$ cat src/rtl/blkmem_pkg.sv
// Shared types for the block memory micro-op sequencer.
package blkmem_pkg;
    // Fault code carried on a micro-op; the encoding is visible at the port.
    typedef enum logic [1:0] {
        FLT_NONE  = 2'd0,
        FLT_PRIV  = 2'd1,
        FLT_ALIGN = 2'd2
    } fault_e;
endpackage

$ cat src/rtl/blkmem_addr_gen.sv
// Address generation for the sequencer.
// Forms the base effective address of a request from the first operand plus
// either the second operand or the sign-extended immediate. It also steps a
// stored base by STEP_BYTES per micro-op index.
// Assumes: IMM_W < ADDR_W; arithmetic wraps modulo 2^ADDR_W.
module blkmem_addr_gen #(
    parameter int ADDR_W     = 64,
    parameter int IMM_W      = 13,
    parameter int IDX_W      = 3,
    parameter int STEP_BYTES = 8
) (
    input  logic [ADDR_W-1:0] rs1,
    input  logic [ADDR_W-1:0] rs2,
    input  logic [IMM_W-1:0]  imm,
    input  logic              use_imm,
    input  logic [ADDR_W-1:0] base_q,
    input  logic [IDX_W-1:0]  idx,
    output logic [ADDR_W-1:0] base_ea,
    output logic [ADDR_W-1:0] op_addr
);
    localparam int EXT_W = ADDR_W - IMM_W;
    localparam bit STEP_POW2 = (STEP_BYTES & (STEP_BYTES - 1)) == 0;

    logic [ADDR_W-1:0] operand2;
    logic [ADDR_W-1:0] offset;

    // Select and sign-extend the second operand, then form the base.
    always_comb begin
        operand2 = use_imm ? {{EXT_W{imm[IMM_W-1]}}, imm} : rs2;
        base_ea  = rs1 + operand2;
    end

    // Byte offset of micro-op idx: a shift for power-of-two steps, else a multiply.
    generate
        if (STEP_POW2) begin : g_shift
            localparam int SH = $clog2(STEP_BYTES);
            assign offset = ADDR_W'(idx) << SH;
        end else begin : g_mult
            assign offset = ADDR_W'(idx) * ADDR_W'(STEP_BYTES);
        end
    endgenerate

    // Address of the current micro-op.
    assign op_addr = base_q + offset;
endmodule

$ cat src/rtl/blkmem_fault_chk.sv
// Fault check for the first micro-op of a request.
// Two checks run. The first is an alternate address-space privilege
// violation. The second is base alignment: the whole transfer span in block
// mode, or the pair span in twin mode. Alignment has the higher priority.
// Assumes: the spans are powers of two.
module blkmem_fault_chk
    import blkmem_pkg::*;
#(
    parameter int ADDR_W      = 64,
    parameter int SPACE_W     = 8,
    parameter int BLOCK_OPS   = 8,
    parameter int TWIN_OPS    = 2,
    parameter int STEP_BYTES  = 8,
    parameter int PRIV_LIMIT  = 8'h80
) (
    input  logic [ADDR_W-1:0]  base_ea,
    input  logic               twin,
    input  logic               priv,
    input  logic [SPACE_W-1:0] space,
    output fault_e             fault
);
    localparam int BLK_LSB = $clog2(BLOCK_OPS * STEP_BYTES);
    localparam int TWN_LSB = $clog2(TWIN_OPS * STEP_BYTES);

    logic misaligned;
    logic priv_bad;

    // Alignment and privilege tests on the base address and the requester.
    always_comb begin
        misaligned = twin ? (|base_ea[TWN_LSB-1:0]) : (|base_ea[BLK_LSB-1:0]);
        priv_bad   = !priv && (32'(space) < PRIV_LIMIT);
    end

    // Priority: alignment overrides privilege.
    always_comb begin
        if (misaligned)    fault = FLT_ALIGN;
        else if (priv_bad) fault = FLT_PRIV;
        else               fault = FLT_NONE;
    end
endmodule

$ cat src/rtl/blkmem_seq_ctrl.sv
// Sequence control: an idle/busy state and the micro-op index counter.
// A start pulse loads index 0. Every taken micro-op advances the index.
// Taking a micro-op flagged final returns the controller to idle.
// Assumes: start is asserted only while idle.
module blkmem_seq_ctrl #(
    parameter int IDX_W = 3
) (
    input  logic             clk,
    input  logic             rst_n,
    input  logic             start,
    input  logic             take,
    input  logic             is_final,
    output logic             busy,
    output logic [IDX_W-1:0] idx
);
    // State and index update.
    always_ff @(posedge clk) begin
        if (!rst_n) begin
            busy <= 1'b0;
            idx  <= '0;
        end else if (start) begin
            busy <= 1'b1;
            idx  <= '0;
        end else if (busy && take) begin
            if (is_final) begin
                busy <= 1'b0;
                idx  <= '0;
            end else begin
                idx <= idx + 1'b1;
            end
        end
    end
endmodule

$ cat src/rtl/blkmem_seq.sv
// Block memory micro-op sequencer, top level.
// Accepts one block or twin request while idle. It latches the base
// address, the fault verdict and the operand fields, then issues one
// micro-op per cycle under valid/ready. A fault cuts the run to a single
// micro-op. Every micro-op but the final one asks for delayed commit.
// Assumes: the consumer may hold uop_ready low at any time.
module blkmem_seq
    import blkmem_pkg::*;
#(
    parameter int ADDR_W     = 64,
    parameter int IMM_W      = 13,
    parameter int REG_W      = 5,
    parameter int SPACE_W    = 8,
    parameter int BLOCK_OPS  = 8,
    parameter int TWIN_OPS   = 2,
    parameter int STEP_BYTES = 8,
    parameter int PRIV_LIMIT = 8'h80
) (
    input  logic               clk,
    input  logic               rst_n,
    input  logic               req_valid,
    output logic               req_ready,
    input  logic [ADDR_W-1:0]  req_rs1,
    input  logic [ADDR_W-1:0]  req_rs2,
    input  logic [IMM_W-1:0]   req_imm,
    input  logic               req_use_imm,
    input  logic               req_store,
    input  logic               req_twin,
    input  logic [REG_W-1:0]   req_reg,
    input  logic               req_priv,
    input  logic [SPACE_W-1:0] req_space,
    output logic               uop_valid,
    input  logic               uop_ready,
    output logic [ADDR_W-1:0]  uop_addr,
    output logic [REG_W-1:0]   uop_reg,
    output logic               uop_store,
    output logic               uop_last,
    output logic               uop_delay,
    output logic [1:0]         uop_fault
);
    localparam int IDX_W = $clog2(BLOCK_OPS);
    localparam logic [IDX_W-1:0] BLK_LAST = IDX_W'(BLOCK_OPS - 1);
    localparam logic [IDX_W-1:0] TWN_LAST = IDX_W'(TWIN_OPS - 1);

    logic              busy;
    logic [IDX_W-1:0]  idx;
    logic              start;
    logic              take;
    logic              is_final;
    logic              first_faults;
    logic [ADDR_W-1:0] base_ea;
    logic [ADDR_W-1:0] base_q;
    logic [ADDR_W-1:0] op_addr;
    fault_e            fault_new;
    fault_e            fault_q;
    logic              twin_q;
    logic              store_q;
    logic [REG_W-1:0]  reg_q;

    assign req_ready = !busy;
    assign start     = req_valid && !busy;
    assign take      = busy && uop_ready;

    blkmem_addr_gen #(
        .ADDR_W(ADDR_W), .IMM_W(IMM_W), .IDX_W(IDX_W), .STEP_BYTES(STEP_BYTES)
    ) u_addr (
        .rs1(req_rs1), .rs2(req_rs2), .imm(req_imm), .use_imm(req_use_imm),
        .base_q(base_q), .idx(idx), .base_ea(base_ea), .op_addr(op_addr)
    );

    blkmem_fault_chk #(
        .ADDR_W(ADDR_W), .SPACE_W(SPACE_W), .BLOCK_OPS(BLOCK_OPS),
        .TWIN_OPS(TWIN_OPS), .STEP_BYTES(STEP_BYTES), .PRIV_LIMIT(PRIV_LIMIT)
    ) u_fault (
        .base_ea(base_ea), .twin(req_twin), .priv(req_priv),
        .space(req_space), .fault(fault_new)
    );

    blkmem_seq_ctrl #(.IDX_W(IDX_W)) u_ctrl (
        .clk(clk), .rst_n(rst_n), .start(start), .take(take),
        .is_final(is_final), .busy(busy), .idx(idx)
    );

    // Capture the request fields when a request is accepted.
    always_ff @(posedge clk) begin
        if (!rst_n) begin
            base_q  <= '0;
            fault_q <= FLT_NONE;
            twin_q  <= 1'b0;
            store_q <= 1'b0;
            reg_q   <= '0;
        end else if (start) begin
            base_q  <= base_ea;
            fault_q <= fault_new;
            twin_q  <= req_twin;
            store_q <= req_store && !req_twin;
            reg_q   <= req_reg;
        end
    end

    // Final-op decision: a fault on the first op, or the mode's last index.
    always_comb begin
        first_faults = (idx == '0) && (fault_q != FLT_NONE);
        is_final     = first_faults || (idx == (twin_q ? TWN_LAST : BLK_LAST));
    end

    // Micro-op outputs.
    always_comb begin
        uop_valid = busy;
        uop_addr  = op_addr;
        uop_reg   = twin_q ? {reg_q[REG_W-1:1], idx[0]} : reg_q + REG_W'(idx);
        uop_store = store_q;
        uop_last  = busy && is_final;
        uop_delay = busy && !is_final;
        uop_fault = (idx == '0) ? fault_q : FLT_NONE;
    end


    stall_hold_chk: assert property (@(posedge clk) disable iff (!rst_n)
        uop_valid && !uop_ready |=> uop_valid && $stable(uop_addr) &&
        $stable(uop_reg) && $stable(uop_last) && $stable(uop_fault));


    addr_step_chk: assert property (@(posedge clk) disable iff (!rst_n)
        uop_valid && uop_ready && !uop_last |=>
        uop_valid && (uop_addr == $past(uop_addr) + ADDR_W'(STEP_BYTES)));


    fault_first_only_chk: assert property (@(posedge clk) disable iff (!rst_n)
        uop_valid && uop_ready && !uop_last |=> uop_fault == 2'd0);


    fault_single_chk: assert property (@(posedge clk) disable iff (!rst_n)
        uop_valid && (uop_fault != 2'd0) |-> uop_last && !uop_delay);


    end_idle_chk: assert property (@(posedge clk) disable iff (!rst_n)
        uop_valid && uop_ready && uop_last |=> !uop_valid && req_ready);


    ready_idle_chk: assert property (@(posedge clk) disable iff (!rst_n)
        req_ready |-> !uop_valid);
endmodule

$ cat config.mk
export PLATFORM = sky130hd
export DESIGN_NAME = blkmem_seq
export DESIGN_NICKNAME = d
export VERILOG_FILES = /design/src/rtl/blkmem_pkg.sv /design/src/rtl/blkmem_addr_gen.sv /design/src/rtl/blkmem_fault_chk.sv /design/src/rtl/blkmem_seq_ctrl.sv /design/src/rtl/blkmem_seq.sv
export SDC_FILE = /design/constraint.sdc
export NUM_CORES = 1
export LEC_CHECK = 0
export BUFFER_PORTS_ARGS = -buffer_cell sky130_fd_sc_hd__buf_2
export CAP_MARGIN = 40
export CORE_UTILIZATION = 54
export DETAILED_ROUTE_END_ITERATION = 7
export GPL_TIMING_DRIVEN = 0
export HOLD_SLACK_MARGIN = 0.15
export PLACE_DENSITY = 0.83
export SYNTH_ARGS = -nofsm -noshare
export SYNTH_HDL_FRONTEND = slang
export SYNTH_SLANG_ARGS = --single-unit
export TNS_END_PERCENT = 30
$ cat constraint.sdc
create_clock -name clk -period 4.83 [get_ports clk]
set_clock_uncertainty 0.1 [all_clocks]
set_input_delay 0.483 -clock clk [delete_from_list [all_inputs] [get_ports clk]]
set_output_delay 0.483 -clock clk [all_outputs]
set_load 0.01 [all_outputs]
==> impl_metrics.tcl, run 1 <==
set metrics [dict create \
    clock_tree.buffer_depth 2 \
    synthMuxAreaShare_pct 1.88 \
    hold_viol_final 0 \
    final-instance-count-excl-fill 1617 \
    tightest_pin_transition_ps 676 \
    antennaDiodeCount 0 \
    num_io_pins 238 \
    drt-wirelength-per-cell_um 15.1 \
    die_x_um 126 \
    gr-usage-met3_pct 3.23 \
    place_ws_ps -403 \
    design.core.area_um2 14800 \
    cts_hold_buf 0 \
    groute.layer.met2.usage_pct 53.0 \
    post_synth_xor_area_fraction_pct 12.3 \
    critical_path.top_delay_family "compound AO/OA/AOI/OAI gates" \
    setup.worst_path.start_class "input port" \
    drive_gt1_share_pct 20.0 \
    timing.critical_path.cells "buf_2, clkbuf_1, buf_6, mux2_2, ha_1, a211oi_1, o21ai_0, a32oi_1, nand2_1, a21o_1, a21oi_1, o31ai_2, a211oi_1, o21ai_0, a32o_1" \
    min_period_over_period_pct 95.7 \
    drv_slew 0 \
    hpwlAfterDp_um 20000 \
    gp_congestion 0.957 \
    synthSimpleGateAreaFrac_pct 22.5 \
    proportion_of_synthesized_flip_flops_having_asynchronous_set_or_reset_pct 0 \
    initial_antenna_violation_count 0 \
    std_cell_rows 44 \
    cts_buffers 9 \
    dr_total_vias 9219 \
    holdWs_ps 261 \
    postLayoutSetupSlackWorst_ps 208 \
    global_route.peak_usage_layer "met2" \
    area_of_the_die_um2 15900 \
    drt_wl_total_um 24400 \
    post-route-drc-count 0 \
    tritoncts_num_sinks 77 \
    place.detailed.instances 1602 \
    fmax_mhz 216 \
    required_time_of_the_worst_setup_path_ps 4960 \
    avgSynthCellArea_um2 7.00 \
    outcome "finished, final reports clean" \
    ant_nets 0 \
    residual_overflow_from_global_routing 0 \
    track_usage_pct 30.4 \
    htree_levels 3 \
    finalNetCount 1664 \
    met1_usage_pct 39.4 \
    synth_seq_cells 77 \
    power.leakage_nw 4.78 \
    cts.root.buffer_cell "sky130_fd_sc_hd__clkbuf_16" \
    mappedNetlistArea_um2 8300 \
    min-delay-path-class "input port to flop" \
    net_count_synth 1422 \
    path_buf_inv 3 \
    drt_first_iter_violations 790 \
    synth-compound-area-share_pct 26.4 \
    floorplan.initialDensity_pct 56.2 \
    synth_top_flop_cell "sky130_fd_sc_hd__dfxtp_1" \
    finalSetupTns_ps 0 \
    synth_top_family_by_area "compound AO/OA/AOI/OAI gates" \
    area_delta_synth_final_pct 20.4 \
    max_cap_violations 0 \
    rsz0062_at_grt "no" \
    clock_latency_of_the_later_clocked_register_in_the_worst_skew_pair_ps 340 \
    synth-edff-count 0 \
    worst_path_max_delay_cell "sky130_fd_sc_hd__a21oi_1" \
    criticalPathCategory "input port to flop" \
    synth_area_in_adders_pct 11.4 \
    post_drt_via_cell_ratio 5.70 \
    ir_drop_uv 160 \
    syn-instance-count 1186 \
    finalCriticalPeriod_ps 4620 \
    synth.distinct_cells 68 \
    pwr_density_cell_nw_per_um2 249 \
    grt_first_pass_wirelength_um 39400 \
    timing.critical_path.fanout_max 16 \
    cts.clk_slew.worst_paths_ps 60 \
    synthesis.yosys.warnings 0 \
    tritoncts "yes" \
    grt_start_max_net_pins 14 \
    first_global_vias 8334 \
    synth_seq_area_share_pct 18.6 \
    post-cts-setup-buffers 0 \
    largest_stage_delay_on_the_critical_path_ps 540 \
    slew_headroom_pct 54.9 \
    worst_setup_path_end_kind "flop" \
    setup-violations-final 0 \
    port_buffers 230 \
    critPathArrivalTime_ps 4760 \
    die_y_um 126 \
    first_pass_iters 7 \
]
-- kinds of logic (layout without fill, tap and decap cells) --
group / Yosys count / after routing
buffers and inverters: 146 / 393
adder cells (fa/ha/maj): 74 / 74
flip-flops: 77 / 77
AND/OR/NAND/NOR: 394 / 394
XOR/XNOR: 117 / 117
AO/OA/AOI/OAI: 364 / 364
multiplexers: 14 / 14
-- power breakdown --
group | internal [mW] | leakage (nW) | switching [mW] | total [mW]
clock | 0.379 | 0.143 | 0.274 | 0.653
sequential | 0.702 | 0.632 | 0.0669 | 0.769
combinational | 0.441 | 4.01 | 0.620 | 1.06
total | 1.52 | 4.78 | 0.961 | 2.48
-- layer usage --
layer / vias to the layer above / share of wire, %
met2: 330 / 48
met4: 0 / 2.1
met5: - / 0
met3: 44 / 5.6
li1: 4628 / -
met1: 4217 / 44
-- metrics by stage --
stage	area [um^2]	utilization, %	power, mW
3_5_place_dp	9700	65.8	1.82
2_1_floorplan	8300	-	1.49
3_3_place_gp	9680	65.6	1.80
5_1_grt	9990	67.7	2.64
4_1_cts	9990	67.7	2.47
6_report	9990	67.7	2.48
-- synth_stat cells, drive strengths merged, types with 6 or more instances --
cell type,n,area [um^2]
and3,16,100
buf,14,72.6
nor2b,11,68.8
dfxtp,77,1540
o21a,6,45.0
a21oi,93,465
a31oi,12,75.1
nor3,12,60.1
clkbuf,48,181
mux2,13,146
a21boi,11,82.6
a211oi,8,60.1
nand3,26,130
a21o,36,270
nand4,34,213
or3,7,48.8
inv,83,312
nand2,164,621
o21bai,15,113
and4,6,52.6
and2,26,163
xnor2,73,639
xor2,44,385
ha,71,888
o21ai,147,747
nor2,73,277
-- what timing repair did --
action / 4_1_cts / 5_1_grt
setup endpoints to repair: 1 / 12
pin swaps: 0 / 0
resized for setup: 1 / 0
-- final timing paths --
path	cells past startpoint	slack, ps	end	from
worst min-delay path	2	260	u_ctrl.busy$_SDFFE_PN0P_	uop_ready
worst max-delay path	15	210	base_q[63]$_SDFFE_PN0P_	req_use_imm
worst max register to register	8	2540	u_ctrl.idx[2]$_SDFFE_PP0P_	u_ctrl.idx[1]$_SDFFE_PP0P_
worst min register to register	2	370	base_q[1]$_SDFFE_PN0P_	base_q[1]$_SDFFE_PN0P_
-- cells in the final DEF (no fill, tap or decap), types with 4 or more instances in the layout --
cell	netlist	routed
sky130_fd_sc_hd__and2_1	26	26
sky130_fd_sc_hd__xnor2_1	73	73
sky130_fd_sc_hd__nor3_1	12	12
sky130_fd_sc_hd__a21boi_0	11	11
sky130_fd_sc_hd__mux2_2	13	13
sky130_fd_sc_hd__a21oi_1	93	93
sky130_fd_sc_hd__nand2_1	162	162
sky130_fd_sc_hd__inv_1	83	83
sky130_fd_sc_hd__nor2_1	72	72
sky130_fd_sc_hd__nand4_1	34	34
sky130_fd_sc_hd__o21bai_1	15	15
sky130_fd_sc_hd__nor4_1	4	4
sky130_fd_sc_hd__clkbuf_1	47	48
sky130_fd_sc_hd__or3_1	6	6
sky130_fd_sc_hd__ha_1	71	71
sky130_fd_sc_hd__and4_1	6	6
sky130_fd_sc_hd__o21ai_0	142	142
sky130_fd_sc_hd__o21a_1	6	6
sky130_fd_sc_hd__o211ai_1	5	5
sky130_fd_sc_hd__nand3_1	26	26
sky130_fd_sc_hd__a21o_1	36	36
sky130_fd_sc_hd__a31oi_1	12	12
sky130_fd_sc_hd__clkbuf_16	0	9
sky130_fd_sc_hd__xor2_1	44	44
sky130_fd_sc_hd__buf_2	7	237
sky130_fd_sc_hd__nor2b_1	11	11
sky130_fd_sc_hd__dfxtp_1	77	77
sky130_fd_sc_hd__and3_1	16	16
sky130_fd_sc_hd__a211oi_1	8	8
-- flip-flops by register name, summed over array words and instances (netlist names) --
| register | cells |
|---|---|
| base_q | 64 |
| fault_q | 2 |
| reg_q | 5 |
| twin_q | 1 |
| u_ctrl.busy | 1 |
| u_ctrl.idx | 3 |
| uop_store | 1 |
-- worst register-to-register path, cell delays in order (launching register included) --
cell                      delay (ps)
sky130_fd_sc_hd__dfxtp_1         440
sky130_fd_sc_hd__inv_1           170
sky130_fd_sc_hd__ha_1            200
sky130_fd_sc_hd__nor2b_1         130
sky130_fd_sc_hd__and2_1          170
sky130_fd_sc_hd__nor2_1          180
sky130_fd_sc_hd__nand2_1         160
sky130_fd_sc_hd__or4_1           490
sky130_fd_sc_hd__a21oi_1         160
-- cell type report --
class	count	area [um^2]
Clock inverter	4	31.3
Buffer	61	250
Fill cell	1366	4760
Clock buffer	12	256
Tap cell	184	230
Timing Repair Buffer	232	1170
Sequential cell	77	1540
Multi-Input combinational cell	963	6190
Inverter	84	315
Note: power is estimated with default switching activity, not from simulation.
==> run 2, diff against run 1 <==
Settings changed: BUFFER_PORTS_ARGS -buffer_cell sky130_fd_sc_hd__buf_2 to default, CORE_MARGIN from default to 3, CORE_UTILIZATION 54 to 66, DONT_BUFFER_PORTS from default to 1, PLACE_DENSITY 0.83 to 0.82.
==> run 2 against run 1 <==
Worst setup slack gained 250 ps. Via count is 8.3% lower. Routed wire length is 5.1% lower. Global-route usage rose by 1.9 points. Final area is 11% lower. Highest routed layer unchanged. Flip-flop and latch count unchanged. Largest power group unchanged. Largest cell class unchanged. Fmax is 5.8% higher. Register-to-register slack got worse by 130 ps. Clock-buffer cell count is 2 lower.
==> impl_metrics.tcl, run 2 (synthesized netlist as in run 1, its figures left out) <==
set metrics [dict create \
    p_switching_mw 0.922 \
    fin_util_pct 72.8 \
    combPwrFrac_pct 38.4 \
    outcome "finished, final reports clean" \
    grt_first_pass_wirelength_um 37900 \
    timing.critical_path.fanout_max 16 \
    largest-register "base_q" \
    finalCriticalPeriod_ps 4370 \
    cts.root.buffer_cell "sky130_fd_sc_hd__clkbuf_16" \
    cts_buffers 9 \
    max_cap_violations 0 \
    ir_drop_uv 204 \
    min_period_over_period_pct 90.5 \
    antennaDiodeCount 0 \
    drt_first_iter_violations 772 \
    critPathArrivalTime_ps 4500 \
    post_cts_resize_count 0 \
    finalNetCount 1435 \
    drt_wl_total_um 23100 \
    first_global_vias 7807 \
    setup-violations-final 0 \
    num_io_pins 238 \
    tritoncts_num_sinks 77 \
    tritoncts "yes" \
    worst_setup_path_end_kind "flop" \
    largest_register_ff_count 64 \
    rsz0062_at_grt "no" \
    post-route-drc-count 0 \
    dr_total_vias 8457 \
    switching_share_pct 37.7 \
    drv_slew 0 \
    criticalPathCategory "input port to flop" \
    fillCellCount 1082 \
    drt-wirelength-per-cell_um 16.9 \
    final_cell_mix "162 x sky130_fd_sc_hd__nand2_1, 142 x sky130_fd_sc_hd__o21ai_0, 93 x sky130_fd_sc_hd__a21oi_1, 83 x sky130_fd_sc_hd__inv_1, 77 x sky130_fd_sc_hd__dfxtp_1" \
    fmax_mhz 229 \
    pwr_density_cell_nw_per_um2 276 \
    power.leakage_nw 3.80 \
    design.core.area_um2 12200 \
    post_drt_via_cell_ratio 6.17 \
    layout_commonest_cell "sky130_fd_sc_hd__nand2_1" \
    floorplan.initialDensity_pct 68.2 \
    share_seq_of_total_power_pct 31.4 \
    power.total_mw 2.45 \
    port_buffers 0 \
    hold_viol_final 0 \
    initial_antenna_violation_count 0 \
    required_time_of_the_worst_setup_path_ps 4960 \
    tightest_pin_transition_ps 618 \
    hpwlAfterDp_um 18800 \
    die_x_um 118 \
    setup.worst_path.start_class "input port" \
    std_cell_rows 40 \
    clock_tree.buffer_depth 2 \
    area_of_the_die_um2 14000 \
    die_y_um 118 \
    pwr-share-clk_pct 30.2 \
    register_area_um2 1540 \
    slew_headroom_pct 58.5 \
    residual_overflow_from_global_routing 0 \
    htree_levels 3 \
    largestRegisters "base_q: 64 flops, reg_q: 5 flops, u_ctrl.idx: 3 flops" \
    ant_nets 0 \
    drive_gt1_share_pct 4.66 \
    cts.clk_slew.worst_paths_ps 60 \
    track_usage_pct 32.3 \
    first_pass_iters 6 \
    p_int_mw 1.52 \
    grt_start_max_net_pins 14 \
    clock_latency_of_the_later_clocked_register_in_the_worst_skew_pair_ps 330 \
    gp_congestion 0.930 \
    multi_input_area_um2 6190 \
    area_delta_synth_final_pct 6.77 \
    min-delay-path-class "input port to flop" \
]
==> run 2: cell types whose count changed in the layout (fill, tap and decap cells not counted), moves of 2 or more <==
cell                         before  now
sky130_fd_sc_hd__buf_2          237    7
sky130_fd_sc_hd__bufinv_16        0    2
sky130_fd_sc_hd__clkinv_4         2    0
sky130_fd_sc_hd__clkinvlp_4       0    2
==> run 2: cell type report <==
type	instances	area share, %
multi-input combinational	963	69.8
sequential	77	17.4
inverter	84	3.56
buffer	61	2.82
clock buffer	10	2.70
tap	168	2.37
clock inverter	5	0.946
timing repair buffer	3	0.367
==> run 2: what timing repair did <==
action                                  CTS  global route
endpoints found under the setup margin    0             5
setup buffers                             0             0
hold buffers                              1             0
endpoints found under the hold margin     1             0
==> run 2: per-layer routing <==
layer	up-vias	routed length [um]	GRT usage, %
li1	4163	-	-
met1	3857	10000	43.3
met2	374	10400	52.1
met3	63	1900	6.68
met4	0	788	10.5
met5	-	0	0
==> run 2: path summary, 6_finish.rpt <==
kind | cells after the start | endpoint | from | slack [ps]
min reg2reg | 2 | base_q[1]$_SDFFE_PN0P_ | base_q[1]$_SDFFE_PN0P_ | 370
min | 2 | reg_q[0]$_SDFFE_PN0P_ | req_reg[0] | 180
max reg2reg | 6 | base_q[50]$_SDFFE_PN0P_ | u_ctrl.busy$_SDFFE_PN0P_ | 2410
max | 14 | base_q[63]$_SDFFE_PN0P_ | req_use_imm | 460
==> run 2: stage by stage <==
stage | TNS (ps) | setup WS, ps | std cells | area, um^2 | hold WS (ps)
2_1_floorplan | 0 | 933 | 1186 | 8300 | 340
3_3_place_gp | -1230 | -288 | 1354 | 8510 | 350
3_5_place_dp | -313 | -156 | 1356 | 8530 | 356
4_1_cts | 0 | 186 | 1372 | 8860 | 179
5_1_grt | 0 | 222 | 1371 | 8860 | 181
6_report | 0 | 460 | 1371 | 8860 | 183
==> run 2: critical path, stage by stage <==
cell and delay, ps:
sky130_fd_sc_hd__clkbuf_1 280, sky130_fd_sc_hd__buf_6 270, sky130_fd_sc_hd__mux2_2 390, sky130_fd_sc_hd__ha_1 290
sky130_fd_sc_hd__a211oi_1 310, sky130_fd_sc_hd__o21ai_0 200, sky130_fd_sc_hd__a32oi_1 350, sky130_fd_sc_hd__nand2_1 190
sky130_fd_sc_hd__a21o_1 230, sky130_fd_sc_hd__a21oi_1 450, sky130_fd_sc_hd__o31ai_1 280, sky130_fd_sc_hd__a211oi_1 350
sky130_fd_sc_hd__o21ai_0 150, sky130_fd_sc_hd__a32o_1 260
==> run 2: power groups by stage <==
stage	clock, mW	combinational [mW]	sequential [mW]
global placement	0	0.904	0.777
CTS	0.738	0.928	0.766
detailed placement	0	0.922	0.780
floorplan	0	0.727	0.764
finish	0.738	0.940	0.769
global route	0.769	1.05	0.777
